==> config.mk <==
export PLATFORM = sky130hd
export DESIGN_NAME = ac97_rx_validator
export DESIGN_NICKNAME = d
export VERILOG_FILES = /design/src/rtl/ac97_rx_pkg.sv /design/src/rtl/ac97_rx_front.sv /design/src/rtl/ac97_rx_deser.sv /design/src/rtl/ac97_rx_check.sv /design/src/rtl/ac97_rx_validator.sv
export SDC_FILE = /design/constraint.sdc
export NUM_CORES = 1
export LEC_CHECK = 0
export BUFFER_PORTS_ARGS = -buffer_cell sky130_fd_sc_hd__buf_4
export CAP_MARGIN = 10
export CORE_MARGIN = 2
export CORE_UTILIZATION = 60
export CTS_BUF_LIST = sky130_fd_sc_hd__clkbuf_4 sky130_fd_sc_hd__clkbuf_8
export DETAILED_ROUTE_END_ITERATION = 8
export GPL_ROUTABILITY_DRIVEN = 0
export PLACE_DENSITY_LB_ADDON = 0.05
export SLEW_MARGIN = 20
export SYNTH_ARGS = -nofsm -noshare
export SYNTH_HDL_FRONTEND = slang
export SYNTH_SLANG_ARGS = --single-unit
==> constraint.sdc <==
create_clock -name clk -period 3.92 [get_ports clk]
set_input_delay 0 -clock clk [delete_from_list [all_inputs] [get_ports clk]]
set_output_delay 0 -clock clk [all_outputs]
set_load 0.01 [all_outputs]
==> src/rtl/ac97_rx_pkg.sv <==
package ac97_rx_pkg;
  localparam int TAG_W      = 16;
  localparam int SLOT_W     = 20;
  localparam int WORD_W     = 16;
  localparam int N_DATA     = 10;
  localparam int FIRST_DATA = 3;
  localparam int LAST_SLOT  = 12;
  localparam int FLAG_HI    = 12;

  typedef enum logic {
    DS_IDLE = 1'b0,
    DS_RUN  = 1'b1
  } deser_st_e;
endpackage

==> src/rtl/ac97_rx_front.sv <==
module ac97_rx_front #(
  parameter int SYNC_STAGES = 2
) (
  input  logic clk,
  input  logic rst_n,
  input  logic bit_clk,
  input  logic sync_in,
  input  logic sdata_in,
  output logic bit_stb,
  output logic bit_val,
  output logic frm_start
);
  localparam int NLINES  = 3;
  localparam int L_BCLK  = 2;
  localparam int L_SYNC  = 1;
  localparam int L_SDIN  = 0;

  logic [NLINES-1:0]                  raw;
  logic [SYNC_STAGES-1:0][NLINES-1:0] stage_q;
  logic [NLINES-1:0]                  line_s;
  logic bclk_prev_q, sync_prev_q;
  logic fall, sync_prev_d, stb_d, val_d, start_d;
  logic stb_q, val_q, start_q;

  assign raw = {bit_clk, sync_in, sdata_in};

  generate
    if (SYNC_STAGES == 1) begin : g_one
      always_ff @(posedge clk or negedge rst_n) begin
        if (!rst_n) stage_q <= '0;
        else        stage_q <= raw;
      end
    end else begin : g_many
      always_ff @(posedge clk or negedge rst_n) begin
        if (!rst_n) stage_q <= '0;
        else        stage_q <= {stage_q[SYNC_STAGES-2:0], raw};
      end
    end
  endgenerate

  assign line_s = stage_q[SYNC_STAGES-1];

  always_comb begin
    fall        = bclk_prev_q & ~line_s[L_BCLK];
    stb_d       = fall;
    val_d       = fall ? line_s[L_SDIN] : val_q;
    start_d     = fall & line_s[L_SYNC] & ~sync_prev_q;
    sync_prev_d = fall ? line_s[L_SYNC] : sync_prev_q;
  end

  always_ff @(posedge clk or negedge rst_n) begin
    if (!rst_n) begin
      bclk_prev_q <= 1'b0;
      sync_prev_q <= 1'b0;
      stb_q       <= 1'b0;
      val_q       <= 1'b0;
      start_q     <= 1'b0;
    end else begin
      bclk_prev_q <= line_s[L_BCLK];
      sync_prev_q <= sync_prev_d;
      stb_q       <= stb_d;
      val_q       <= val_d;
      start_q     <= start_d;
    end
  end

  assign bit_stb   = stb_q;
  assign bit_val   = val_q;
  assign frm_start = start_q;

  AST_STB_SPACED: assert property (@(posedge clk) disable iff (!rst_n)
    bit_stb |=> !bit_stb);
  AST_START_ON_STB: assert property (@(posedge clk) disable iff (!rst_n)
    frm_start |-> bit_stb);
endmodule

==> src/rtl/ac97_rx_deser.sv <==
module ac97_rx_deser
  import ac97_rx_pkg::*;
#(
  parameter int N_SLOTS = N_DATA,
  parameter int WW      = WORD_W
) (
  input  logic                          clk,
  input  logic                          rst_n,
  input  logic                          bit_stb,
  input  logic                          bit_val,
  input  logic                          frm_start,
  output logic                          frame_done,
  output logic [N_SLOTS-1:0]            flags,
  output logic [N_SLOTS-1:0][WW-1:0]    data
);
  localparam int CNT_W  = $clog2(SLOT_W + 1);
  localparam int IDX_W  = $clog2(LAST_SLOT + 1);
  localparam int FLAG_LO = FLAG_HI - N_SLOTS + 1;

  deser_st_e              st_q, st_d;
  logic [IDX_W-1:0]       idx_q, idx_d;
  logic [CNT_W-1:0]       pos_q, pos_d;
  logic [SLOT_W-1:0]      sh_q, sh_d;
  logic [SLOT_W-1:0]      word;
  logic                   last_bit, done_d, done_q;
  logic                   tag_en;
  logic [N_SLOTS-1:0]     flags_q;

  always_comb begin
    word     = {sh_q[SLOT_W-2:0], bit_val};
    last_bit = (idx_q == '0) ? (pos_q == CNT_W'(TAG_W - 1))
                             : (pos_q == CNT_W'(SLOT_W - 1));
    st_d     = st_q;
    idx_d    = idx_q;
    pos_d    = pos_q;
    sh_d     = sh_q;
    done_d   = 1'b0;
    tag_en   = 1'b0;
    if (frm_start) begin
      st_d  = DS_RUN;
      idx_d = '0;
      pos_d = CNT_W'(1);
      sh_d  = {{(SLOT_W-1){1'b0}}, bit_val};
    end else if (bit_stb && st_q == DS_RUN) begin
      sh_d = word;
      if (last_bit) begin
        pos_d  = '0;
        tag_en = (idx_q == '0);
        if (idx_q == IDX_W'(LAST_SLOT)) begin
          st_d   = DS_IDLE;
          done_d = 1'b1;
        end else begin
          idx_d = idx_q + IDX_W'(1);
        end
      end else begin
        pos_d = pos_q + CNT_W'(1);
      end
    end
  end

  always_ff @(posedge clk or negedge rst_n) begin
    if (!rst_n) begin
      st_q   <= DS_IDLE;
      idx_q  <= '0;
      pos_q  <= '0;
      sh_q   <= '0;
      done_q <= 1'b0;
    end else begin
      st_q   <= st_d;
      idx_q  <= idx_d;
      pos_q  <= pos_d;
      sh_q   <= sh_d;
      done_q <= done_d;
    end
  end

  always_ff @(posedge clk or negedge rst_n) begin
    if (!rst_n)      flags_q <= '0;
    else if (tag_en) flags_q <= word[FLAG_HI:FLAG_LO];
  end

  genvar j;
  generate
    for (j = 0; j < N_SLOTS; j++) begin : g_slot
      logic        cap_en;
      logic [WW-1:0] slot_q;
      assign cap_en = bit_stb && (st_q == DS_RUN) && !frm_start && last_bit &&
                      (idx_q == IDX_W'(FIRST_DATA + j));
      always_ff @(posedge clk or negedge rst_n) begin
        if (!rst_n)      slot_q <= '0;
        else if (cap_en) slot_q <= word[SLOT_W-1 -: WW];
      end
      assign data[j] = slot_q;
    end
  endgenerate

  assign frame_done = done_q;
  assign flags      = flags_q;

  AST_DONE_PULSE: assert property (@(posedge clk) disable iff (!rst_n)
    frame_done |=> !frame_done);
  AST_SLOT_RANGE: assert property (@(posedge clk) disable iff (!rst_n)
    idx_q <= IDX_W'(LAST_SLOT));
  AST_IDLE_AFTER_DONE: assert property (@(posedge clk) disable iff (!rst_n)
    frame_done |-> st_q == DS_IDLE);
endmodule

==> src/rtl/ac97_rx_check.sv <==
module ac97_rx_check
  import ac97_rx_pkg::*;
#(
  parameter int N_SLOTS = N_DATA,
  parameter int WW      = WORD_W
) (
  input  logic                       clk,
  input  logic                       rst_n,
  input  logic                       frame_done,
  input  logic [N_SLOTS-1:0]         flags,
  input  logic [N_SLOTS-1:0][WW-1:0] data,
  input  logic                       ac97_en,
  input  logic [N_SLOTS-1:0]         rx_mask,
  input  logic                       fifo_full,
  input  logic                       unexp_clr,
  input  logic                       ovf_clr,
  output logic                       fifo_wr_en,
  output logic [WW-1:0]              fifo_wr_data,
  output logic                       unexp_flag,
  output logic                       ovf_flag
);
  localparam int SEL_W = $clog2(N_SLOTS);

  logic [N_SLOTS-1:0] pend_q, pend_d, pend_load, pend_clr;
  logic [SEL_W-1:0]   sel;
  logic               busy, judge, accept, mismatch, drop;
  logic               unexp_q, unexp_d, ovf_q, ovf_d;

  genvar j;
  generate
    for (j = 0; j < N_SLOTS; j++) begin : g_rev
      assign pend_load[j] = flags[N_SLOTS-1-j];
    end
  endgenerate

  always_comb begin
    sel = '0;
    for (int k = N_SLOTS - 1; k >= 0; k--) begin
      if (pend_q[k]) sel = SEL_W'(k);
    end
  end

  always_comb begin
    busy     = |pend_q;
    judge    = frame_done & ac97_en & (|flags);
    accept   = judge & (flags == rx_mask);
    mismatch = judge & (flags != rx_mask);
    drop     = busy & fifo_full;
    pend_clr = busy ? (N_SLOTS'(1) << sel) : '0;
    pend_d   = accept ? pend_load : (pend_q & ~pend_clr);
    unexp_d  = mismatch | (unexp_q & ~unexp_clr);
    ovf_d    = drop | (ovf_q & ~ovf_clr);
  end

  always_ff @(posedge clk or negedge rst_n) begin
    if (!rst_n) begin
      pend_q  <= '0;
      unexp_q <= 1'b0;
      ovf_q   <= 1'b0;
    end else begin
      pend_q  <= pend_d;
      unexp_q <= unexp_d;
      ovf_q   <= ovf_d;
    end
  end

  assign fifo_wr_en   = busy & ~fifo_full;
  assign fifo_wr_data = data[sel];
  assign unexp_flag   = unexp_q;
  assign ovf_flag     = ovf_q;

  AST_NO_OVERLAP: assert property (@(posedge clk) disable iff (!rst_n)
    frame_done |-> pend_q == '0);
  AST_MISMATCH_NO_WRITE: assert property (@(posedge clk) disable iff (!rst_n)
    (frame_done && flags != rx_mask) |=> !fifo_wr_en);
  AST_EMPTY_SILENT: assert property (@(posedge clk) disable iff (!rst_n)
    (frame_done && flags == '0 && !unexp_clr) |=> unexp_flag == $past(unexp_flag));
  AST_UNEXP_HOLD: assert property (@(posedge clk) disable iff (!rst_n)
    (unexp_flag && !unexp_clr) |=> unexp_flag);
  AST_DROP_SETS_OVF: assert property (@(posedge clk) disable iff (!rst_n)
    (busy && fifo_full) |=> ovf_flag);
  AST_OVF_HOLD: assert property (@(posedge clk) disable iff (!rst_n)
    (ovf_flag && !ovf_clr) |=> ovf_flag);
  AST_OFF_NO_WRITE: assert property (@(posedge clk) disable iff (!rst_n)
    (frame_done && !ac97_en) |=> !fifo_wr_en);
endmodule

==> src/rtl/ac97_rx_validator.sv <==
module ac97_rx_validator
  import ac97_rx_pkg::*;
#(
  parameter int SYNC_STAGES = 2,
  parameter int N_SLOTS     = N_DATA,
  parameter int WW          = WORD_W
) (
  input  logic               clk,
  input  logic               rst_n,
  input  logic               ac97_en,
  input  logic [N_SLOTS-1:0] rx_mask,
  input  logic               bit_clk,
  input  logic               sync_in,
  input  logic               sdata_in,
  input  logic               fifo_full,
  output logic               fifo_wr_en,
  output logic [WW-1:0]      fifo_wr_data,
  input  logic               unexp_clr,
  output logic               unexp_flag,
  input  logic               ovf_clr,
  output logic               ovf_flag
);
  logic                       bit_stb, bit_val, frm_start, frame_done;
  logic [N_SLOTS-1:0]         flags;
  logic [N_SLOTS-1:0][WW-1:0] data;

  ac97_rx_front #(.SYNC_STAGES(SYNC_STAGES)) u_front (
    .clk(clk), .rst_n(rst_n), .bit_clk(bit_clk), .sync_in(sync_in),
    .sdata_in(sdata_in), .bit_stb(bit_stb), .bit_val(bit_val),
    .frm_start(frm_start)
  );

  ac97_rx_deser #(.N_SLOTS(N_SLOTS), .WW(WW)) u_deser (
    .clk(clk), .rst_n(rst_n), .bit_stb(bit_stb), .bit_val(bit_val),
    .frm_start(frm_start), .frame_done(frame_done), .flags(flags),
    .data(data)
  );

  ac97_rx_check #(.N_SLOTS(N_SLOTS), .WW(WW)) u_check (
    .clk(clk), .rst_n(rst_n), .frame_done(frame_done), .flags(flags),
    .data(data), .ac97_en(ac97_en), .rx_mask(rx_mask),
    .fifo_full(fifo_full), .unexp_clr(unexp_clr), .ovf_clr(ovf_clr),
    .fifo_wr_en(fifo_wr_en), .fifo_wr_data(fifo_wr_data),
    .unexp_flag(unexp_flag), .ovf_flag(ovf_flag)
  );

  AST_RESET_QUIET: assert property (@(posedge clk) disable iff (!rst_n)
    $rose(rst_n) |-> !fifo_wr_en);
endmodule

==> results of run 1 <==
[cell type report]
cell class | instances | area (um^2)
Inverter | 17 | 63.8
Multi-Input combinational cell | 491 | 4670
Sequential cell | 223 | 5580
Tap cell | 225 | 282
Clock inverter | 1 | 7.51
Clock buffer | 58 | 723
Fill cell | 1261 | 5570
Timing Repair Buffer | 56 | 465
[synth_stat cells, types with 6 or more instances]
cell / count
dfrtp_1: 223
mux2_2: 145
mux2_4: 69
nand2_1: 66
clkbuf_1: 31
a21oi_1: 23
inv_1: 17
a222oi_1: 16
nor2_1: 16
o211ai_1: 16
mux2i_1: 12
a2bb2oi_1: 10
buf_2: 9
o21ai_0: 9
xnor2_1: 9
nor2_8: 8
a21o_1: 7
buf_6: 6
nand3_1: 6
nor3_1: 6
[stage by stage]
stage	util (%)	worst slack (ps)
finish	67.9	704
detailed placement	63.1	943
global route	67.9	540
floorplan	-	1460
global placement	63.1	1080
CTS	67.9	706
[worst reg2reg max path: stages (launching register included)]
cell and delay, ps:
dfrtp_1 420, inv_1 130, ha_1 260, nor3b_1 250, mux2i_1 320, and2b_4 340
nand3_4 240, nor2_8 480, mux2_2 400
[what timing repair did]
action,CTS,global route
hold endpoints to repair,108,0
setup buffers,0,0
hold buffers,10,0
[how the worst max path moves through the flow]
stage,startpoint,to,slack [ps],cells after the start
after floorplan,u_deser.idx_q[0]$_DFFE_PN0P_,u_deser.g_slot[6].slot_q[10]$_DFFE_PN0P_,1460,9
after global placement,u_deser.idx_q[0]$_DFFE_PN0P_,u_deser.g_slot[3].slot_q[2]$_DFFE_PN0P_,1080,8
after detailed placement,u_deser.idx_q[0]$_DFFE_PN0P_,u_deser.g_slot[3].slot_q[0]$_DFFE_PN0P_,940,8
after CTS,u_check.pend_q[4]$_DFF_PN0_,fifo_wr_data[2],710,8
after global routing,u_check.pend_q[4]$_DFF_PN0_,fifo_wr_data[5],540,7
final,u_check.pend_q[4]$_DFF_PN0_,fifo_wr_data[2],700,8
[metal layers]
metal | vias up | GRT usage [%] | wire (um)
met5 | - | 0 | 0
met4 | 0 | 8.76 | 493
met3 | 36 | 4.71 | 1130
met2 | 155 | 41.4 | 10900
met1 | 3373 | 35.1 | 10400
li1 | 2913 | - | -
[registers in the layout (all words and copies together), names as in the netlist]
register / cells
u_deser.flags: 10
u_front.bit_stb: 1
u_front.stage_q: 3
u_front.sync_prev_q: 1
u_deser.frame_done: 1
u_deser.pos_q: 5
u_check.unexp_flag: 1
u_check.pend_q: 10
u_front.bit_val: 1
u_deser.idx_q: 4
u_deser.g_slot.slot_q: 160
u_deser.st_q: 1
u_check.ovf_flag: 1
u_front.line_s: 3
u_deser.sh_q: 19
u_front.bclk_prev_q: 1
u_front.frm_start: 1
[cells by family after synthesis]
group	share of synthesized area [%]
buf+inv	4.00
fa+ha+maj	0.587
mux	26.5
flops	52.4
simple gates	7.61
xor+xnor	1.07
compound gates	7.86
[power breakdown]
part | internal, mW | leakage [nW] | switching [mW]
Combinational | 0.0699 | 2.32 | 0.102
Sequential | 2.36 | 3.08 | 0.106
Clock | 1.16 | 0.386 | 0.883
==> out/summary.txt, run 1 <==
Final min period - 3220 ps
CTS tree - built
RSZ-0062 raised after global routing - no
syn_nets - 809
largest net degree at the start of global routing - 122
most common cell after layout, fill and taps aside - dfrtp_1
Seq cells post-synth - 223
initial antenna violation count - 0
final WL - 23000 um
post-synthesis cell area - 10700 um^2
CP startpoint kind - register
final instance area - 11800 um^2
post-synth top area share - 52.4%
Finished Layout Cells - 1071
worst-path cell chain - nor2_1, o21a_1, o21ba_2, buf_4, mux2_2, a222oi_1, o221ai_1, buf_4
placed inst area - 11000 um^2
nets - 850
GRT overflow - 0
core area - 17400 um^2
slowest stage delay, CP - 460 ps
Worst Setup End Kind - primary output
slew margin rel. - 34.8%
Crit-path slowest cell - buf_4
most frequent cells in the layout - dfrtp_1 (223), mux2_2 (145), mux2_4 (69)
first-pass GRT wire length - 36900 um
top_reg_cell synth - dfrtp_1
CTS root buf - clkbuf_8
Hold Path Class - in2async
PortBufs - 37
Final period util - 82.1%
diodes inserted - 0
Req. time, crit path - 3920 ps
maximum vdd drop - 0.000328 V
worst hold slack - 104 ps
Worst-path clk slew - 60 ps
Post-CTS Resized - 0
Crit path max-delay family - compound AO/OA/AOI/OAI gates
initial core utilization - 61.4%
worst r2r dst - u_deser.g_slot[3].slot_q[0]$_DFFE_PN0P_
TritonCTS buffer count - 37
EDFF count, synth - 0
final antenna-violating net count - 0
DP HPWL - 13800 um
Worst Tran Pin Value - 976 ps
worst r2r path cells - 8
Area contributors post-synth - dfrtp_1 (52%), mux2_2 (15%), mux2_4 (9.7%), nand2_1 (2.3%), a222oi_1 (1.5%)
Final setup violation count - 0
clock sink count - 223
number of global-route vias before repair - 6798
Mapped Avg Cell Area - 13.6 um^2
vias - 6477
Worst R2R Setup Slack - 940 ps
number of maximum-capacitance violations - 0
Leak - 5.79 nW
Seq/Total Area, Yosys - 52.4%
Synth area leader - dfrtp_1
most used cell, CP - buf_4
CP bufs+invs - 2
post-synth cell types - 62
Setup CP Type - reg2out
fin. max-slew vios - 0
chip width - 137 um
fmax - 311 MHz
drt wl/cell - 21.4 um
H-tree depth - 2
placed cell count - 1002
Worst-Skew Late Latency - 520 ps
Cell Pwr Density - 397 nW/um^2
setup tns final - 0 ps
FFs w/ async S/R, synth - 100%
# rows - 48
Critical R2R Launch - u_deser.idx_q[0]$_DFFE_PN0P_
Total GRT Usage - 25.6%
Synth Warn # - 0
outcome - completed
Die Ht - 137 um
Layout area overhead - 10.6%
Ports - 38
Initial DRC Count - 485
Pwr Total - 4.68 mW
share of layout cells above drive strength 1 - 40.1%
skew final - 20.2 ps
vias per inst - 6.05
Die ar. - 18800 um^2
Final Hold Fails - 0
Worst EP arrival - 3220 ps
drt pass-1 iters - 6
CTS max path bufs - 3
Post-Syn Instances - 785
residual DRC count - 0
CP Max Fanout - 33
Power figures use the tool's default switching activity.
==> run 2: changes to the inputs <==
==> constraint.sdc (replaced) <==
create_clock -name clk -period 3.2 [get_ports clk]
set_input_delay 0 -clock clk [delete_from_list [all_inputs] [get_ports clk]]
set_output_delay 0 -clock clk [all_outputs]
set_load 0.01 [all_outputs]
==> run 2 against run 1 <==
  * Non-clock buffer count rose by 6
  * First-iteration DRC count down 1.0%
  * Via count increased by 1.6%
  * Critical endpoint unchanged
  * Largest cell class unchanged
==> out/summary.txt, run 2 (synthesis gave the netlist of run 1 again) <==
Crit-path slowest cell - dfrtp_1
Setup CP Type - reg2out
number of maximum-capacitance violations - 0
Worst-path clk slew - 50 ps
Post-CTS Resized - 0
cts hold-fix bufs - 10
chip width - 137 um
Worst EP arrival - 3030 ps
most common cell after layout, fill and taps aside - dfrtp_1
slew margin rel. - 42.6%
Req. time, crit path - 3200 ps
skew final - 12.4 ps
final WL - 23500 um
residual DRC count - 0
# rows - 48
Final setup violation count - 0
vias - 6578
CTS tree - built
initial core utilization - 61.4%
vias per inst - 6.06
setup tns final - 0 ps
Total GRT Usage - 26.3%
CTS max path bufs - 3
post-CTS setup buffers - 0
worst-path cell chain - nor2_1, o21a_1, o21ba_2, buf_12, mux2_2, a222oi_1, o221ai_1, buf_4
GRT overflow - 0
number of global-route vias before repair - 6994
slowest stage delay, CP - 420 ps
Final Hold Fails - 0
nets - 857
largest net degree at the start of global routing - 106
Cell Pwr Density - 504 nW/um^2
worst r2r path cells - 8
initial antenna violation count - 0
final antenna-violating net count - 0
maximum vdd drop - 0.000376 V
Crit. path cell count - 8
Hold Path Class - in2async
DP HPWL - 14300 um
placed inst area - 11000 um^2
Worst Tran Pin Value - 857 ps
first-pass GRT wire length - 37900 um
Ports - 38
share of layout cells above drive strength 1 - 41.0%
CP Max Fanout - 33
clock sink count - 223
outcome - completed
PortBufs - 37
diodes inserted - 0
CTS root buf - clkbuf_8
register area - 5580 um^2
CP startpoint kind - register
Final period util - 94.8%
final instance area - 12000 um^2
Initial DRC Count - 480
Layout area overhead - 12.4%
Die ar. - 18800 um^2
Top reg by flops - u_deser.g_slot.slot_q
area occupied by multi-input gates - 4660 um^2
Worst Setup End Kind - primary output
Leak - 5.89 nW
drt pass-1 iters - 5
H-tree depth - 2
Crit path max-delay family - compound AO/OA/AOI/OAI gates
CP bufs+invs - 2
Worst-Skew Late Latency - 520 ps
Final min period - 3030 ps
TritonCTS buffer count - 38
fmax - 330 MHz
fin. max-slew vios - 0
RSZ-0062 raised after global routing - no
core area - 17400 um^2
Pwr Total - 6.03 mW
Die Ht - 137 um
number of flip-flops under the largest register name - 160
most frequent cells in the layout - dfrtp_1 (223), mux2_2 (145), mux2_4 (69)
filler cell count - 1237
largest registers - u_deser.g_slot.slot_q (160), u_deser.sh_q (19)
drt wl/cell - 21.7 um
==> run 2: changes by cell type in the layout (fill, tap and decap cells not counted) <==
cell,change
buf_12,+1
buf_4,+5
bufinv_16,+1
clkbuf_4,+3
clkbuf_8,+6
clkinvlp_4,-1
nor2_1,+1
nor2_2,-1
==> run 2: layout make-up <==
cell class | count | area share [%]
Inverter | 17 | 0.533
Sequential cell | 223 | 46.6
Clock buffer | 67 | 6.92
Clock inverter | 1 | 0.251
Tap cell | 225 | 2.35
Multi-Input combinational cell | 491 | 39.0
Timing Repair Buffer | 62 | 4.37
==> run 2: final timing paths <==
path	from	end	slack [ps]
hold reg to reg	u_front.stage_q[1]$_DFF_PN0_	u_front.line_s[1]$_DFF_PN0_	350
setup / recovery	u_check.pend_q[4]$_DFF_PN0_	fifo_wr_data[2]	170
max in group asynchronous	rst_n	u_front.stage_q[2]$_DFF_PN0_	2070
hold / removal	rst_n	u_check.pend_q[3]$_DFF_PN0_	90
setup reg to reg	u_deser.idx_q[0]$_DFFE_PN0P_	u_deser.g_slot[3].slot_q[3]$_DFFE_PN0P_	280
min in group clk	bit_clk	u_front.stage_q[2]$_DFF_PN0_	150
==> run 2: through the flow <==
stage          hold WS [ps]  cells  utilization (%)  worst slack [ps]
2_1_floorplan          -296    785                -               736
3_3_place_gp           99.0   1008             63.4               365
3_5_place_dp           98.4   1008             63.4               288
4_1_cts                 123   1086             69.0               163
5_1_grt                 137   1086             69.0              52.6
6_report               91.8   1086             69.0               166
==> run 2: layer usage <==
metal | wire length (um) | vias up | global-route usage [%]
met5 | 0 | - | 0
met4 | 480 | 0 | 8.71
met3 | 1240 | 52 | 5.11
met2 | 11200 | 181 | 41.1
met1 | 10600 | 3407 | 37.3
li1 | - | 2938 | -
==> run 2: power breakdown <==
part           leakage (nW)  internal, mW  total (mW)  switching (mW)
Combinational          2.35        0.0862       0.213           0.127
Sequential             3.08          2.89        3.01           0.128
Clock                 0.457          1.69        2.80            1.11
